File: src/rtl/pgbuf_pkg.sv
package pgbuf_pkg;

  typedef enum logic {
    PG_IDLE   = 1'b0,
    PG_COMMIT = 1'b1
  } pg_state_e;

endpackage

File: src/rtl/pgbuf_slots.sv
module pgbuf_slots #(
  parameter int AW    = 8,
  parameter int DW    = 8,
  parameter int SLOTS = 8,
  localparam int IW   = $clog2(SLOTS),
  localparam int PW   = AW - IW
) (
  input  logic          clk,
  input  logic          rst_n,
  input  logic          txn_i,
  input  logic [AW-1:0] addr_i,
  input  logic          load_i,
  input  logic [DW-1:0] data_i,
  input  logic          clear_i,
  input  logic          busy_i,
  input  logic [IW-1:0] rd_slot_i,
  output logic [PW-1:0] page_o,
  output logic [DW-1:0] rd_data_o,
  output logic          rd_vld_o,
  output logic          any_vld_o
);

  logic [IW-1:0]    idx_q, idx_d, idx_base;
  logic [PW-1:0]    page_q, page_d;
  logic [SLOTS-1:0] mask_q, mask_d, mask_base;
  logic [SLOTS-1:0] wen;
  logic [DW-1:0]    slot_q [SLOTS];

  always_comb begin
    idx_base  = txn_i ? addr_i[IW-1:0] : idx_q;
    mask_base = txn_i ? '0 : mask_q;
    page_d    = txn_i ? addr_i[AW-1:IW] : page_q;
    idx_d     = idx_base;
    mask_d    = mask_base;
    if (load_i) begin
      mask_d[idx_base] = 1'b1;
      idx_d            = idx_base + IW'(1);
    end
    if (clear_i) mask_d = '0;
  end

  always_ff @(posedge clk or negedge rst_n) begin
    if (!rst_n) begin
      idx_q  <= '0;
      page_q <= '0;
      mask_q <= '0;
    end else begin
      idx_q  <= idx_d;
      page_q <= page_d;
      mask_q <= mask_d;
    end
  end

  for (genvar g = 0; g < SLOTS; g++) begin : g_slot
    assign wen[g] = load_i && (idx_base == IW'(g));
    always_ff @(posedge clk) begin
      if (wen[g]) slot_q[g] <= data_i;
    end
  end

  assign page_o    = page_q;
  assign rd_data_o = slot_q[rd_slot_i];
  assign rd_vld_o  = mask_q[rd_slot_i];
  assign any_vld_o = |mask_q;

  // the index wraps to slot 0 after the last slot
  a_r3_index_wrap: assert property (@(posedge clk) disable iff (!rst_n)
    load_i && !txn_i && (idx_q == IW'(SLOTS-1)) |=> idx_q == '0);

  // the mask does not move during a busy period unless it is being cleared
  a_r9_mask_frozen: assert property (@(posedge clk) disable iff (!rst_n)
    busy_i && !clear_i |=> $stable(mask_q));

  // a new transaction without a byte leaves an empty mask
  a_r10_txn_clears: assert property (@(posedge clk) disable iff (!rst_n)
    txn_i && !load_i |=> mask_q == '0);

endmodule

File: src/rtl/pgbuf_timer.sv
module pgbuf_timer #(
  parameter int CYCLE_CLKS = 100000,
  localparam int CW        = $clog2(CYCLE_CLKS)
) (
  input  logic          clk,
  input  logic          rst_n,
  input  logic          run_i,
  output logic [CW-1:0] cnt_o,
  output logic          done_o
);

  localparam logic [CW-1:0] LAST = CW'(CYCLE_CLKS - 1);

  logic [CW-1:0] cnt_q, cnt_d;
  logic          at_last;

  assign at_last = (cnt_q == LAST);

  always_comb begin
    if (!run_i || at_last) cnt_d = '0;
    else                   cnt_d = cnt_q + CW'(1);
  end

  always_ff @(posedge clk or negedge rst_n) begin
    if (!rst_n) cnt_q <= '0;
    else        cnt_q <= cnt_d;
  end

  assign cnt_o  = cnt_q;
  assign done_o = run_i && at_last;

  // the count never passes the programmed cycle length
  a_r5_count_bound: assert property (@(posedge clk) disable iff (!rst_n)
    run_i |-> cnt_q <= LAST);

endmodule

File: src/rtl/pgbuf_ctrl.sv
module pgbuf_ctrl
  import pgbuf_pkg::*;
#(
  parameter int SLOTS      = 8,
  parameter int CW         = 17,
  localparam int IW        = $clog2(SLOTS)
) (
  input  logic          clk,
  input  logic          rst_n,
  input  logic          txn_i,
  input  logic          bvld_i,
  input  logic          stop_i,
  input  logic          wp_i,
  input  logic          any_vld_i,
  input  logic [CW-1:0] tmr_cnt_i,
  input  logic          tmr_done_i,
  output logic          busy_o,
  output logic          tmr_run_o,
  output logic          acc_txn_o,
  output logic          acc_load_o,
  output logic          clr_mask_o,
  output logic          scan_act_o,
  output logic [IW-1:0] scan_slot_o
);

  localparam logic [CW-1:0] SCAN_END = CW'(SLOTS);

  pg_state_e state_q, state_d;
  logic      idle;

  assign idle = (state_q == PG_IDLE);

  always_comb begin
    state_d = state_q;
    case (state_q)
      PG_IDLE:   if (stop_i && any_vld_i && !wp_i) state_d = PG_COMMIT;
      PG_COMMIT: if (tmr_done_i)                   state_d = PG_IDLE;
      default:                                     state_d = PG_IDLE;
    endcase
  end

  always_ff @(posedge clk or negedge rst_n) begin
    if (!rst_n) state_q <= PG_IDLE;
    else        state_q <= state_d;
  end

  assign busy_o      = !idle;
  assign tmr_run_o   = !idle;
  assign acc_txn_o   = idle && txn_i;
  assign acc_load_o  = idle && bvld_i;
  assign clr_mask_o  = (!idle && tmr_done_i) || (idle && stop_i && wp_i);
  assign scan_act_o  = !idle && (tmr_cnt_i < SCAN_END);
  assign scan_slot_o = tmr_cnt_i[IW-1:0];

  // the cycle holds until the timer reports completion
  a_r5_busy_hold: assert property (@(posedge clk) disable iff (!rst_n)
    !idle && !tmr_done_i |=> !idle);

  // each cycle starts with the timer at zero
  a_r5_fresh_count: assert property (@(posedge clk) disable iff (!rst_n)
    idle && stop_i && any_vld_i && !wp_i |=> tmr_cnt_i == '0);

  // a protected STOP starts no cycle
  a_r7_wp_stop_no_cycle: assert property (@(posedge clk) disable iff (!rst_n)
    idle && stop_i && wp_i |=> idle);

  // an empty STOP starts no cycle
  a_r8_empty_stop: assert property (@(posedge clk) disable iff (!rst_n)
    idle && stop_i && !any_vld_i |=> idle);

endmodule

File: src/rtl/pgbuf_commit.sv
module pgbuf_commit #(
  parameter int AW         = 8,
  parameter int DW         = 8,
  parameter int SLOTS      = 8,
  parameter int CYCLE_CLKS = 100000
) (
  input  logic          clk,
  input  logic          rst_n,
  input  logic          txn_start,
  input  logic [AW-1:0] start_addr,
  input  logic          byte_vld,
  input  logic [DW-1:0] byte_data,
  input  logic          stop,
  input  logic          wr_protect,
  output logic          busy,
  output logic [AW-1:0] arr_addr,
  output logic [DW-1:0] arr_wdata,
  output logic          arr_we
);

  localparam int IW = $clog2(SLOTS);
  localparam int PW = AW - IW;
  localparam int CW = $clog2(CYCLE_CLKS);

  logic          acc_txn, acc_load, clr_mask, any_vld;
  logic          tmr_run, tmr_done, scan_act, rd_vld;
  logic [CW-1:0] tmr_cnt;
  logic [IW-1:0] scan_slot;
  logic [PW-1:0] page;
  logic [DW-1:0] rd_data;

  pgbuf_ctrl #(.SLOTS(SLOTS), .CW(CW)) u_ctrl (
    .clk         (clk),
    .rst_n       (rst_n),
    .txn_i       (txn_start),
    .bvld_i      (byte_vld),
    .stop_i      (stop),
    .wp_i        (wr_protect),
    .any_vld_i   (any_vld),
    .tmr_cnt_i   (tmr_cnt),
    .tmr_done_i  (tmr_done),
    .busy_o      (busy),
    .tmr_run_o   (tmr_run),
    .acc_txn_o   (acc_txn),
    .acc_load_o  (acc_load),
    .clr_mask_o  (clr_mask),
    .scan_act_o  (scan_act),
    .scan_slot_o (scan_slot)
  );

  pgbuf_slots #(.AW(AW), .DW(DW), .SLOTS(SLOTS)) u_slots (
    .clk       (clk),
    .rst_n     (rst_n),
    .txn_i     (acc_txn),
    .addr_i    (start_addr),
    .load_i    (acc_load),
    .data_i    (byte_data),
    .clear_i   (clr_mask),
    .busy_i    (busy),
    .rd_slot_i (scan_slot),
    .page_o    (page),
    .rd_data_o (rd_data),
    .rd_vld_o  (rd_vld),
    .any_vld_o (any_vld)
  );

  pgbuf_timer #(.CYCLE_CLKS(CYCLE_CLKS)) u_timer (
    .clk    (clk),
    .rst_n  (rst_n),
    .run_i  (tmr_run),
    .cnt_o  (tmr_cnt),
    .done_o (tmr_done)
  );

  assign arr_we    = scan_act && rd_vld && !wr_protect;
  assign arr_addr  = {page, scan_slot};
  assign arr_wdata = rd_data;

  // no array write outside a write cycle
  a_r4_we_needs_busy: assert property (@(posedge clk) disable iff (!rst_n)
    arr_we |-> busy);

  // the page bits hold still for the whole write cycle
  a_r2_page_stable: assert property (@(posedge clk) disable iff (!rst_n)
    busy && $past(busy) |-> $stable(arr_addr[AW-1:IW]));

  // the outputs are quiet on the first cycle after reset
  a_r1_quiet_after_reset: assert property (@(posedge clk) disable iff (!rst_n)
    $rose(rst_n) |-> !busy && !arr_we);

endmodule

File: config.mk
export PLATFORM = sky130hd
export DESIGN_NAME = pgbuf_commit
export DESIGN_NICKNAME = d
export VERILOG_FILES = /design/src/rtl/pgbuf_pkg.sv /design/src/rtl/pgbuf_slots.sv /design/src/rtl/pgbuf_timer.sv /design/src/rtl/pgbuf_ctrl.sv /design/src/rtl/pgbuf_commit.sv
export SDC_FILE = /design/constraint.sdc
export NUM_CORES = 1
export LEC_CHECK = 0
export CAP_MARGIN = 40
export CORE_AREA = 2 2 89 91
export DETAILED_ROUTE_END_ITERATION = 12
export DIE_AREA = 0 0 91 93
export GPL_TIMING_DRIVEN = 0
export PLACE_DENSITY_LB_ADDON = 0.08
export SYNTH_ARGS = -nofsm -noshare
export SYNTH_HDL_FRONTEND = slang
export SYNTH_SLANG_ARGS = --single-unit
export TNS_END_PERCENT = 10
File: constraint.sdc
create_clock -name clk -period 4.5 [get_ports clk]
set_input_delay 0.9 -clock clk [delete_from_list [all_inputs] [get_ports clk]]
set_output_delay 0.9 -clock clk [all_outputs]
set_load 0.01 [all_outputs]
### Word-level counts from Yosys, hierarchy flattened

Memories as Yosys holds them, arrays and structs flattened.
Index checks and enable logic that the tools add are counted.

| cells by class | value |
|---|---|
| add/subtract/negate cells | 2 |
| multiply operators | 0 |
| divide/modulo/power cells | 0 |
| $lt $le $gt $ge | 4 |
| eq/ne operators | 8 |
| shift-type cells | 0 |
| multiplexer cells | 50 |
| bitwise gates (word level) | 2 |
| reductions and logical operators | 33 |

Operator list:

| operator | number |
|---|---|
| 8-bit two-way mux | 10 |
| 8-bit OR reduction | 8 |
| 1-bit two-way mux | 27 |
| 3-bit two-way mux | 9 |
| 1-bit logical AND | 20 |
| 17-bit by 1-bit adder with 17-bit output, second input constant | 1 |
| 17-bit == test, second input constant | 1 |
| 17-bit by 4-bit less-than comparator with 1-bit output, second input constant | 1 |
| 17-bit two-way mux | 1 |
| 3-bit == test, second input constant | 4 |
| 3-bit by 4-bit less-than comparator with 1-bit output, second input constant | 2 |
| 8-bit bitwise OR | 1 |
| 3-bit by 2-bit == test with 1-bit output, second input constant | 2 |
| 3-bit by 1-bit adder with 3-bit output, second input constant | 1 |
| 1-bit binary-select mux with 3-bit select | 1 |
| 1-bit demux with 3-bit select | 1 |
| 3-bit by 1-bit == test with 1-bit output, second input constant | 1 |
| 3-bit by 1-bit greater-or-equal comparator with 1-bit output, second input constant | 1 |
| 3-bit zero test | 1 |
| 1-bit zero test | 2 |
| 1-bit logical OR | 2 |
| 1-bit one-hot mux with 2 select lines | 1 |
| 1-bit inverter | 1 |

| word-level totals | value |
|---|---|
| register bits after elaboration | 34 |
| bits in latches | 0 |
| bits in writable memories | 64 |
| bits in read-only memories | 0 |
| input bits | 22 |
| output and inout bits | 18 |
| memories kept | 1 |

Memories:

| memory | depth | width | rd ports | clocked after memory_dff | write ports | RTL line | source |
|---|---|---|---|---|---|---|---|
| u_slots.slot_q | 8 | 8 | 1 | 0 | 1 | pgbuf_slots.sv:27 | `logic [DW-1:0] slot_q [SLOTS];` |

### Logic depth before layout (Yosys ltp)

Gate-level depths: netlist (run 1).

| depth | value |
|---|---|
| depth after elaboration | 15 |
| gate-level depth with buffers | 7 |

### Cells and area by module

A second synthesis (run 1) with hierarchy kept.

| unflattened totals | value |
|---|---|
| cells, all modules | 271 |
| area total of the unflattened synthesis | 4421.7 µm² |

Modules (own cells, without submodules):

| module | instances | cells an instance | area an instance (µm²) | seq. area each (µm²) |
|---|---|---|---|---|
| pgbuf_slots | 1 | 167 | 3408.3 | 2322.2 |
| pgbuf_timer | 1 | 86 | 863.3 | 425.4 |
| pgbuf_ctrl | 1 | 17 | 141.4 | 25.0 |
| pgbuf_commit | 1 | 1 | 8.8 | 0.0 |

### Worst setup path after synthesis (run 1)

OpenSTA, ideal clock, no wires.

| timing | value |
|---|---|
| kind | input -> register |
| start | in txn_start |
| end | mem u_slots.slot_q[3][0], enable pin |
| setup time | 0.277 ns |
| arrival time | 2.153 ns |
| data required time | 4.223 ns |
| slack | 2.070 ns |
| stages on the path | 7 |
| cells stage by stage | nor2b_1 > buf_4 > mux2i_4 > inv_2 > ha_1 > ha_1 > and2_1 |

RTL lines:

| element | RTL line | source |
|---|---|---|
| start, declared | pgbuf_commit.sv:9 | `input logic txn_start,` |
| 1-bit logical AND (*) | pgbuf_ctrl.sv:49 | `assign acc_txn_o = idle && txn_i;` |
| 3-bit two-way mux (*) | pgbuf_slots.sv:30 | `idx_base = txn_i ? addr_i[IW-1:0] : idx_q;` |
| 3-bit by 2-bit == test with 1-bit output (*) | pgbuf_slots.sv:55 | `assign wen[g] = load_i && (idx_base == IW'(g));` |
| 1-bit logical AND (*) | pgbuf_slots.sv:55 |  |
| named net u_slots.wen[3] | pgbuf_slots.sv:26 | `logic [SLOTS-1:0] wen;` |
| 1-bit two-way mux (*) | pgbuf_slots.sv:57 | `if (wen[g]) slot_q[g] <= data_i;` |
| 1-bit two-way mux (not written as such) (*) | pgbuf_slots.sv:57 |  |
| 8-bit OR reduction (no source line) | -- |  |
| 3-bit two-way mux (no source line) or 1-bit two-way mux (tied branches) (5 in series) | -- |  |
| end, declared | pgbuf_slots.sv:27 |  |

The timed path passes the listed nets; every way through them passes the cells marked *.

### Worst setup path after layout (run 1)

| timing | value |
|---|---|
| start | reg u_timer.cnt_q[1] (netlist: u_timer.cnt_o[1]) |
| end | out arr_wdata[0] |

| on the way | value |
|---|---|
| longest elaborated chain between the ends | 1 |

Ends and longest elaborated chain:

| element | RTL line | source |
|---|---|---|
| start, declared | pgbuf_timer.sv:14 | `logic [CW-1:0] cnt_q, cnt_d;` |
| start signal, assigned | pgbuf_timer.sv:26 | `else cnt_q <= cnt_d;` |
| memory 8 x 8 bit | -- |  |
| end, declared | pgbuf_commit.sv:17 | `output logic [DW-1:0] arr_wdata,` |

Every way passes these cells.

==> flow_metrics.env, run 1 <==
export IMPL_outcome="finished, final reports clean"
export IMPL_core_area_um2=7527
export IMPL_syn_to_final_growth_pct=16.64
export IMPL_rr_worst_depth=7
export IMPL_drt_first_pass_iters=4
export IMPL_required_ns=3.60
export IMPL_synth_most_common_cell="edfxtp_1"
export IMPL_tns_ns=0
export IMPL_maxCapViolCount=0
export IMPL_drive_gt1_frac=0.2094
export IMPL_clk_latency_ns=0.36
export IMPL_io_buffer_count=39
export IMPL_multi_input_area_um2=1451
export IMPL_grt_start_max_net_pins=35
export IMPL_ys_types=43
export IMPL_die_h_um=93
export IMPL_ys_seq_area_frac=0.6392
export IMPL_netlist_area_leader_share=0.4430
export IMPL_yosys_warnings=0
export IMPL_rows=32
export IMPL_grt_antenna_before_repair=0
export IMPL_yosys_area_top_type="edfxtp_1"
export IMPL_nets=363
export IMPL_worst_setup_path_end_kind="primary output"
export IMPL_clock_sinks=98
export IMPL_cts_tree="built"
export IMPL_tightest_slew_ns=0.7643
export IMPL_drt_wl_total_mm=7.835
export IMPL_seqCellArea_um2=2773
export IMPL_grt_pass1_vias=2419
export IMPL_nFillCells=560
export IMPL_wl_per_cell_um=17.77
export IMPL_ir_worst_vdd_mv=0.1637
export IMPL_fin_skew_ns=0.01181
export IMPL_post_cts_buffers=0
export IMPL_crit_fanout=10
export IMPL_ys_async_sr_fraction=0.3469
export IMPL_cellPowerDensity_nw_per_um2=319.9
export IMPL_dr_total_vias=2493
export IMPL_synth_edff_count=64
export IMPL_synth_commonest_cells="edfxtp_1, dfrtp_1, nand2_1"
export IMPL_synth_seq_cells=98
export IMPL_io_pin_count=40
export IMPL_hold_buffers=0
export IMPL_syn_area_per_cell_um2=15.27
export IMPL_slew_headroom=0.4905
export IMPL_clk_pin_slew_ns=0.10
export IMPL_post_route_period_util=0.7612
export IMPL_hpwl_mm=5.128
export IMPL_min_period_ns=3.425
export IMPL_start_kind="flip-flop"
export IMPL_grt_pass1_wl_mm=12.58
export IMPL_final_antenna_net_count=0
export IMPL_max_freq_ghz=0.2920
export IMPL_drt_iter0_markers=116
export IMPL_drc_errors=0
export IMPL_initial_core_util=0.5763
export IMPL_maxSlewViolCount=0
export IMPL_clockBufferDepth=2
export IMPL_synthCells=284
export IMPL_cts_inserted_buffers=9
export IMPL_postLayoutCellArea_um2=5060
export IMPL_overflow=0
export IMPL_grt_usage=0.1995
export IMPL_ys_flop_type="edfxtp_1"
export IMPL_crit_arrival_ns=2.53
export IMPL_die_w_um=91
export IMPL_gp_congestion=0.7713
export IMPL_leakage_nw=1.859
export IMPL_whs_path_depth=2
export IMPL_hold_class="reg -> reg"
export IMPL_antenna_cells=0
export IMPL_dpl_cell_area_um2=4851
export IMPL_synth_net_count=313
export IMPL_dieArea_um2=8463
export IMPL_root_buffer="clkbuf_8"
export IMPL_syn_area_um2=4338
export IMPL_grt_setup_unrepaired="no"
export IMPL_htreeDepth=3
export IMPL_cts_resized=0
export IMPL_vias_per_cell=5.653
export IMPL_crit_type="reg -> out"
export IMPL_final_hold_violation_count=0
export IMPL_yosys_top_cells_area="edfxtp_1, dfrtp_1, mux4_2"
export IMPL_setup_viol=0
## state kept, by name, summed over array words and instances, names as in the netlist
signal	cells
u_slots.slot_q	64
u_timer.cnt_o	17
u_slots.mask_q	8
u_slots.page_o	5
u_slots.idx_q	3
u_ctrl.busy_o	1
## through the flow
step,hold slack [ns],total power [mW],setup slack (ns),util,cells
floorplan,0.4880,1.008,2.070,-,284
global placement,0.4598,1.049,1.156,0.6451,425
detailed placement,0.4695,1.050,1.164,0.6444,425
CTS,0.4941,1.633,1.018,0.6722,441
global route,0.5114,1.672,0.9518,0.6722,441
finish,0.4886,1.619,1.075,0.6722,441
## final timing paths
check | from | endpoint | slack (ns)
worst max-delay path | u_timer.cnt_o[1] | arr_wdata[0] | 1.07
max in group asynchronous | rst_n | u_slots.mask_q[0] | 3.40
worst min register to register | u_slots.page_o[1] | u_slots.page_o[1] | 0.49
worst min-delay path | u_slots.page_o[1] | u_slots.page_o[1] | 0.49
min in group asynchronous | rst_n | u_timer.cnt_o[5] | 0.60
worst max register to register | u_ctrl.busy_o | u_slots.slot_q[7][7] | 2.16
## per-layer routing
layer	wire, µm	share of wire	vias up	global-route usage
met5	0	0	-	0
met4	85	0.011	0	0.06818
met3	393	0.050	8	0.03062
met2	3782	0.48	66	0.3105
met1	3573	0.46	1238	0.2931
li1	-	-	1181	-
## final cells by class
cell class,instances,area share
inverters,5,0.003709
clock buffers,9,0.02448
well taps,102,0.02522
clock inverters,7,0.01682
multi-input cells,166,0.2868
repair buffers,39,0.07616
flip-flops and latches,98,0.5480
plain buffers,15,0.01879
## placed cells by master, fill, tap and decap left out, types with 3 or more instances in the layout
cell              n
a21oi_1           7
a32oi_1           4
and2_1            3
and3_1            8
buf_2             8
buf_4             4
clkbuf_8          9
clkdlybuf4s50_1  38
dfrtp_1          34
edfxtp_1         64
ha_1              7
inv_1             3
mux2_2            9
mux4_2           18
nand2_1          26
nand3_1           4
nand4_1           6
nor2_1           21
nor3_1            5
nor4_1            5
or4_1             3
xnor2_1          11
xor2_1            3
## power by group
group | switching [mW] | internal [mW] | total [mW]
combinational | 0.0329 | 0.0289 | 0.0618
sequential | 0.00302 | 0.965 | 0.968
clock | 0.322 | 0.268 | 0.589
## cell families after synthesis
logic type	synth area share
flops	0.6392
simple gates	0.1266
mux	0.1318
buf+inv	0.02625
compound gates	0.02769
xor+xnor	0.02827
fa+ha+maj	0.02019
## worst max-delay path: stages (launching register included)
cell	delay [ns]
dfrtp_1	0.38
buf_2	0.31
buf_2	0.36
mux4_2	0.36
mux2_2	0.29
clkdlybuf4s50_1	0.48
Note: power is estimated with default switching activity, not from simulation.
==> inputs of run 2 (changes only) <==
--- a/config.mk
+++ b/config.mk
@@ -6,9 +6,9 @@
 export NUM_CORES = 1
 export LEC_CHECK = 0
 export CAP_MARGIN = 40
-export CORE_AREA = 2 2 89 91
+export CORE_AREA = 2 2 91 93
 export DETAILED_ROUTE_END_ITERATION = 12
-export DIE_AREA = 0 0 91 93
+export DIE_AREA = 0 0 93 95
 export GPL_TIMING_DRIVEN = 0
 export PLACE_DENSITY_LB_ADDON = 0.08
 export SYNTH_ARGS = -nofsm -noshare
==> constraint.sdc (replaced) <==
create_clock -name clk -period 3.26 [get_ports clk]
set_input_delay 0.652 -clock clk [delete_from_list [all_inputs] [get_ports clk]]
set_output_delay 0.652 -clock clk [all_outputs]
set_load 0.01 [all_outputs]
==> flow_metrics.env, run 2 (synthesis gave the netlist of run 1 again) <==
export IMPL_tns_ns=0
export IMPL_io_pin_count=40
export IMPL_layout_common_cells="edfxtp_1, clkdlybuf4s50_1, dfrtp_1, nand2_1, nor2_1"
export IMPL_critPathLaunch="u_timer.cnt_o[0]"
export IMPL_cp_top_family="buffers and inverters"
export IMPL_clk_pin_slew_ns=0.10
export IMPL_slew_headroom=0.4877
export IMPL_grt_usage=0.1894
export IMPL_dpl_cell_area_um2=4855
export IMPL_rows=33
export IMPL_nets=363
export IMPL_clk_latency_ns=0.36
export IMPL_maxCapViolCount=0
export IMPL_cts_inserted_buffers=9
export IMPL_final_hold_violation_count=0
export IMPL_io_buffer_count=39
export IMPL_ir_worst_vdd_mv=0.3127
export IMPL_hold_class="in -> async"
export IMPL_dieArea_um2=8835
export IMPL_syn_to_final_growth_pct=16.38
export IMPL_leakage_nw=1.854
export IMPL_wl_per_cell_um=17.40
export IMPL_r2r_start="u_ctrl.busy_o"
export IMPL_grt_start_max_net_pins=35
export IMPL_dr_total_vias=2473
export IMPL_clock_sinks=98
export IMPL_setup_viol=0
export IMPL_required_ns=2.61
export IMPL_tightest_slew_ns=0.7685
export IMPL_min_period_ns=3.115
export IMPL_critPathMaxStageDelay_ns=0.55
export IMPL_slowest_stage="mux4_2"
export IMPL_htreeDepth=3
export IMPL_overflow=0
export IMPL_max_freq_ghz=0.3210
export IMPL_gp_congestion=0.7850
export IMPL_drt_wl_total_mm=7.726
export IMPL_vias_per_cell=5.570
export IMPL_drive_gt1_frac=0.2094
export IMPL_drt_iter0_markers=196
export IMPL_postLayoutCellArea_um2=5049
export IMPL_start_kind="flip-flop"
export IMPL_layout_commonest_cell="edfxtp_1"
export IMPL_largest_reg_flops=64
export IMPL_crit_fanout=10
export IMPL_root_buffer="clkbuf_8"
export IMPL_hpwl_mm=4.984
export IMPL_worst_setup_path_end_kind="primary output"
export IMPL_antenna_cells=0
export IMPL_cts_tree="built"
export IMPL_grt_pass1_vias=2415
export IMPL_maxSlewViolCount=0
export IMPL_grt_pass1_wl_mm=12.45
export IMPL_fin_skew_ns=0.01639
export IMPL_initial_core_util=0.5472
export IMPL_core_area_um2=7928
export IMPL_drc_errors=0
export IMPL_crit_type="reg -> out"
export IMPL_final_antenna_net_count=0
export IMPL_clockBufferDepth=2
export IMPL_die_w_um=93
export IMPL_grt_setup_unrepaired="no"
export IMPL_crit_buf_inv=2
export IMPL_top_register="u_slots.slot_q"
export IMPL_crit_arrival_ns=2.46
export IMPL_r2r_setup_slack_ns=0.91
export IMPL_outcome="finished, final reports clean"
export IMPL_die_h_um=95
export IMPL_drt_first_pass_iters=4
export IMPL_grt_antenna_before_repair=0
export IMPL_post_route_period_util=0.9556
export IMPL_path_cells="buf_2 > mux4_2 > mux2_2 > clkdlybuf4s50_1"
export IMPL_cellPowerDensity_nw_per_um2=429.8
-- run 2: routing by layer --
| metal | global-route usage | vias to the layer above | wire, µm |
|---|---|---|---|
| li1 | - | 1180 | - |
| met1 | 0.2774 | 1227 | 3599 |
| met2 | 0.2923 | 59 | 3737 |
| met3 | 0.02953 | 7 | 306 |
| met4 | 0.06863 | 0 | 83 |
| met5 | 0 | - | 0 |
-- run 2: final timing paths --
path,end,cells after the start
min in group clk,u_slots.page_o[3],2
worst max register to register,u_slots.slot_q[7][7],7
worst min-delay path,u_timer.cnt_o[12],1
worst max-delay path,arr_wdata[3],4
worst min register to register,u_slots.page_o[3],2
max in group asynchronous,u_slots.mask_q[1],1
-- run 2: final cells by class --
type,instances,area (µm²)
Clock buffer,9,123.9
Clock inverter,7,67.56
Tap cell,105,131.4
Inverter,5,18.77
Buffer,15,97.59
Fill cell,602,2879
Sequential cell,98,2773
Multi-Input combinational cell,166,1451
Timing Repair Buffer,39,385.4
-- run 2: power breakdown --
group,internal [mW],switching (mW),total [mW]
logic,0.0401,0.0444,0.0845
clock network,0.299,0.451,0.750
registers,1.33,0.00399,1.34
total,1.67,0.499,2.17
-- run 2: repair_timing --
| action | 4_1_cts | 5_1_grt |
|---|---|---|
| hold buffers | 0 | 0 |
| resized for setup | 0 | 1 |
| endpoints found under the setup margin | 0 | 9 |
| setup buffers | 0 | 0 |
-- run 2: per-stage QoR --
stage | utilization | hold slack (ns) | setup WS, ns | std cells | power [mW]
finish | 0.6368 | 0.3546 | 0.1448 | 444 | 2.170
global route | 0.6368 | 0.4044 | 0.006202 | 444 | 2.247
CTS | 0.6365 | 0.3868 | 0.02828 | 444 | 2.186
detailed placement | 0.6124 | 0.4611 | 0.2934 | 428 | 1.448
global placement | 0.6130 | 0.4587 | 0.2838 | 428 | 1.448
floorplan | - | 0.3564 | 1.078 | 284 | 1.392
==> inputs of run 3 (changes only) <==
--- a/config.mk
+++ b/config.mk
@@ -6,12 +6,11 @@
 export NUM_CORES = 1
 export LEC_CHECK = 0
 export CAP_MARGIN = 40
-export CORE_AREA = 2 2 91 93
+export CORE_AREA = 2 2 82 103
 export DETAILED_ROUTE_END_ITERATION = 12
-export DIE_AREA = 0 0 93 95
+export DIE_AREA = 0 0 84 105
 export GPL_TIMING_DRIVEN = 0
 export PLACE_DENSITY_LB_ADDON = 0.08
 export SYNTH_ARGS = -nofsm -noshare
 export SYNTH_HDL_FRONTEND = slang
 export SYNTH_SLANG_ARGS = --single-unit
-export TNS_END_PERCENT = 10
==> flow_metrics.env, run 3 (synthesis gave the netlist of run 1 again) <==
export IMPL_outcome="finished, final reports clean"
export IMPL_highest_layer="met4"
export IMPL_maxSlewViolCount=0
export IMPL_final_antenna_net_count=0
export IMPL_drt_wl_total_mm=7.904
export IMPL_dr_total_vias=2476
export IMPL_slowest_stage="clkdlybuf4s50_1"
export IMPL_final_util=0.6472
export IMPL_hold_class="in -> async"
export IMPL_endpoint="arr_wdata[3]"
export IMPL_hpwl_mm=5.108
export IMPL_largest_reg_flops=64
export IMPL_grt_start_max_net_pins=35
export IMPL_rows=36
export IMPL_worst_setup_path_end_kind="primary output"
export IMPL_vias_per_cell=5.705
export IMPL_syn_to_final_growth_pct=16.27
export IMPL_drt_first_pass_iters=4
export IMPL_hold_buffers=0
export IMPL_post_cts_buffers=0
export IMPL_layout_common_cells="edfxtp_1, clkdlybuf4s50_1, dfrtp_1, nand2_1, nor2_1"
export IMPL_clk_pin_slew_ns=0.09
export IMPL_min_period_ns=3.121
export IMPL_grt_antenna_before_repair=0
export IMPL_cp_top_family="buffers and inverters"
export IMPL_nets=363
export IMPL_root_buffer="clkbuf_8"
export IMPL_crit_buf_inv=3
export IMPL_final_hold_violation_count=0
export IMPL_top_register="u_slots.slot_q"
export IMPL_drt_iter0_markers=109
export IMPL_initial_core_util=0.5567
export IMPL_rr_worst_depth=7
export IMPL_crit_cells=5
export IMPL_post_route_period_util=0.9575
export IMPL_crit_type="reg -> out"
export IMPL_crit_fanout=10
export IMPL_grt_usage=0.1917
export IMPL_layout_commonest_cell="edfxtp_1"
export IMPL_wl_met1_mm=3.538
export IMPL_io_pin_count=40
export IMPL_wl_per_cell_um=18.21
export IMPL_path_cells="buf_2 > clkbuf_4 > mux4_2 > mux2_2 > clkdlybuf4s50_1"
export IMPL_r2r_start="u_ctrl.busy_o"
export IMPL_fin_skew_ns=0.01022
export IMPL_cellPowerDensity_nw_per_um2=440.4
export IMPL_seqCellArea_um2=2773
export IMPL_htreeDepth=3
export IMPL_r2r_setup_slack_ns=0.90
export IMPL_leakage_nw=1.863
export IMPL_start_kind="flip-flop"
export IMPL_drive_gt1_frac=0.2094
export IMPL_die_h_um=105
export IMPL_tns_ns=0
export IMPL_critPathLaunch="u_timer.cnt_o[1]"
export IMPL_clk_latency_ns=0.37
export IMPL_clockBufferDepth=2
export IMPL_required_ns=2.61
export IMPL_ir_worst_vdd_mv=0.2981
export IMPL_drc_errors=0
export IMPL_setup_viol=0
export IMPL_grt_pass1_vias=2416
export IMPL_multi_input_area_um2=1451
export IMPL_maxCapViolCount=0
export IMPL_gp_congestion=0.7647
export IMPL_clock_sinks=98
export IMPL_antenna_cells=0
export IMPL_cts_tree="built"
export IMPL_rr_endpoint="u_slots.slot_q[0][4]"
export IMPL_wl_met2_mm=4.012
export IMPL_grt_pass1_wl_mm=12.79
export IMPL_nFillCells=586
export IMPL_critPathMaxStageDelay_ns=0.48
export IMPL_routed_wl_met3_um=231
export IMPL_cts_inserted_buffers=9
export IMPL_io_buffer_count=39
export IMPL_tightest_slew_ns=0.7592
export IMPL_overflow=0
export IMPL_core_area_um2=7792
export IMPL_dieArea_um2=8820
export IMPL_crit_arrival_ns=2.47
export IMPL_max_freq_ghz=0.3204
export IMPL_slew_headroom=0.4938
export IMPL_grt_setup_unrepaired="no"
export IMPL_die_w_um=84
-- run 3: changes by cell type in the layout (fill, tap and decap cells not counted), sizes merged --
cell and change:
clkinv +1, clkinvlp -1, bufinv +1, inv -1
-- run 3: power breakdown --
part / internal (mW) / leakage [nW] / total, mW / switching, mW
combinational: 0.0400 / 0.739 / 0.0848 / 0.0448
clock: 0.362 / 0.104 / 0.801 / 0.439
sequential: 1.33 / 1.02 / 1.34 / 0.00408
total: 1.73 / 1.86 / 2.22 / 0.488
-- run 3: area by class of cell --
type | count | share of cell area
repair buffers | 39 | 0.07641
clock buffers | 9 | 0.02456
flip-flops and latches | 98 | 0.5497
clock inverters | 7 | 0.01488
well taps | 95 | 0.02357
multi-input cells | 166 | 0.2878
inverters | 5 | 0.003721
plain buffers | 15 | 0.01935
-- run 3: what timing repair did --
| action | CTS | global route |
|---|---|---|
| hold endpoints to repair | 0 | 0 |
| endpoints found under the setup margin | 0 | 9 |
| gates resized for setup | 0 | 1 |
-- run 3: layer usage --
metal	track usage	vias to the layer above
met1	0.2700	1242
met4	0.07834	0
met3	0.03160	11
li1	-	1174
met2	0.2994	49
met5	0	-
-- run 3: worst min path at each step --
| stage | to | from | cells after the start | slack [ns] |
|---|---|---|---|---|
| final | u_timer.cnt_o[6] | rst_n | 1 | 0.34 |
| after global routing | u_timer.cnt_o[6] | rst_n | 1 | 0.43 |
| after CTS | u_timer.cnt_o[3] | rst_n | 1 | 0.38 |
| after detailed placement | u_slots.page_o[3] | u_slots.page_o[3] | 2 | 0.46 |
| after global placement | u_slots.page_o[2] | u_slots.page_o[2] | 2 | 0.46 |
| after floorplan | u_ctrl.busy_o | rst_n | 0 | 0.36 |
-- run 3: worst register-to-register path, delay by kind of cell, from the launching register on --
family                   cells  cell delay (ns)
buffers and inverters        3             0.45
adder cells (fa/ha/maj)      1             0.17
AND/OR/NAND/NOR              2             0.76
AO/OA/AOI/OAI                1             0.21
flip-flops                   1             0.41
-- run 3: per-stage QoR --
stage                     power, mW  hold WS, ns  cells  instance area [µm²]  setup slack (ns)
final                         2.221       0.3450    434                 5044            0.1386
after floorplan               1.392       0.3564    284                 4338             1.078
after detailed placement      1.450       0.4610    418                 4842            0.2820
after CTS                     2.235       0.3789    434                 5041           0.03512
after global routing          2.289       0.4261    434                 5044           0.01068
after global placement        1.448       0.4582    418                 4847            0.2844
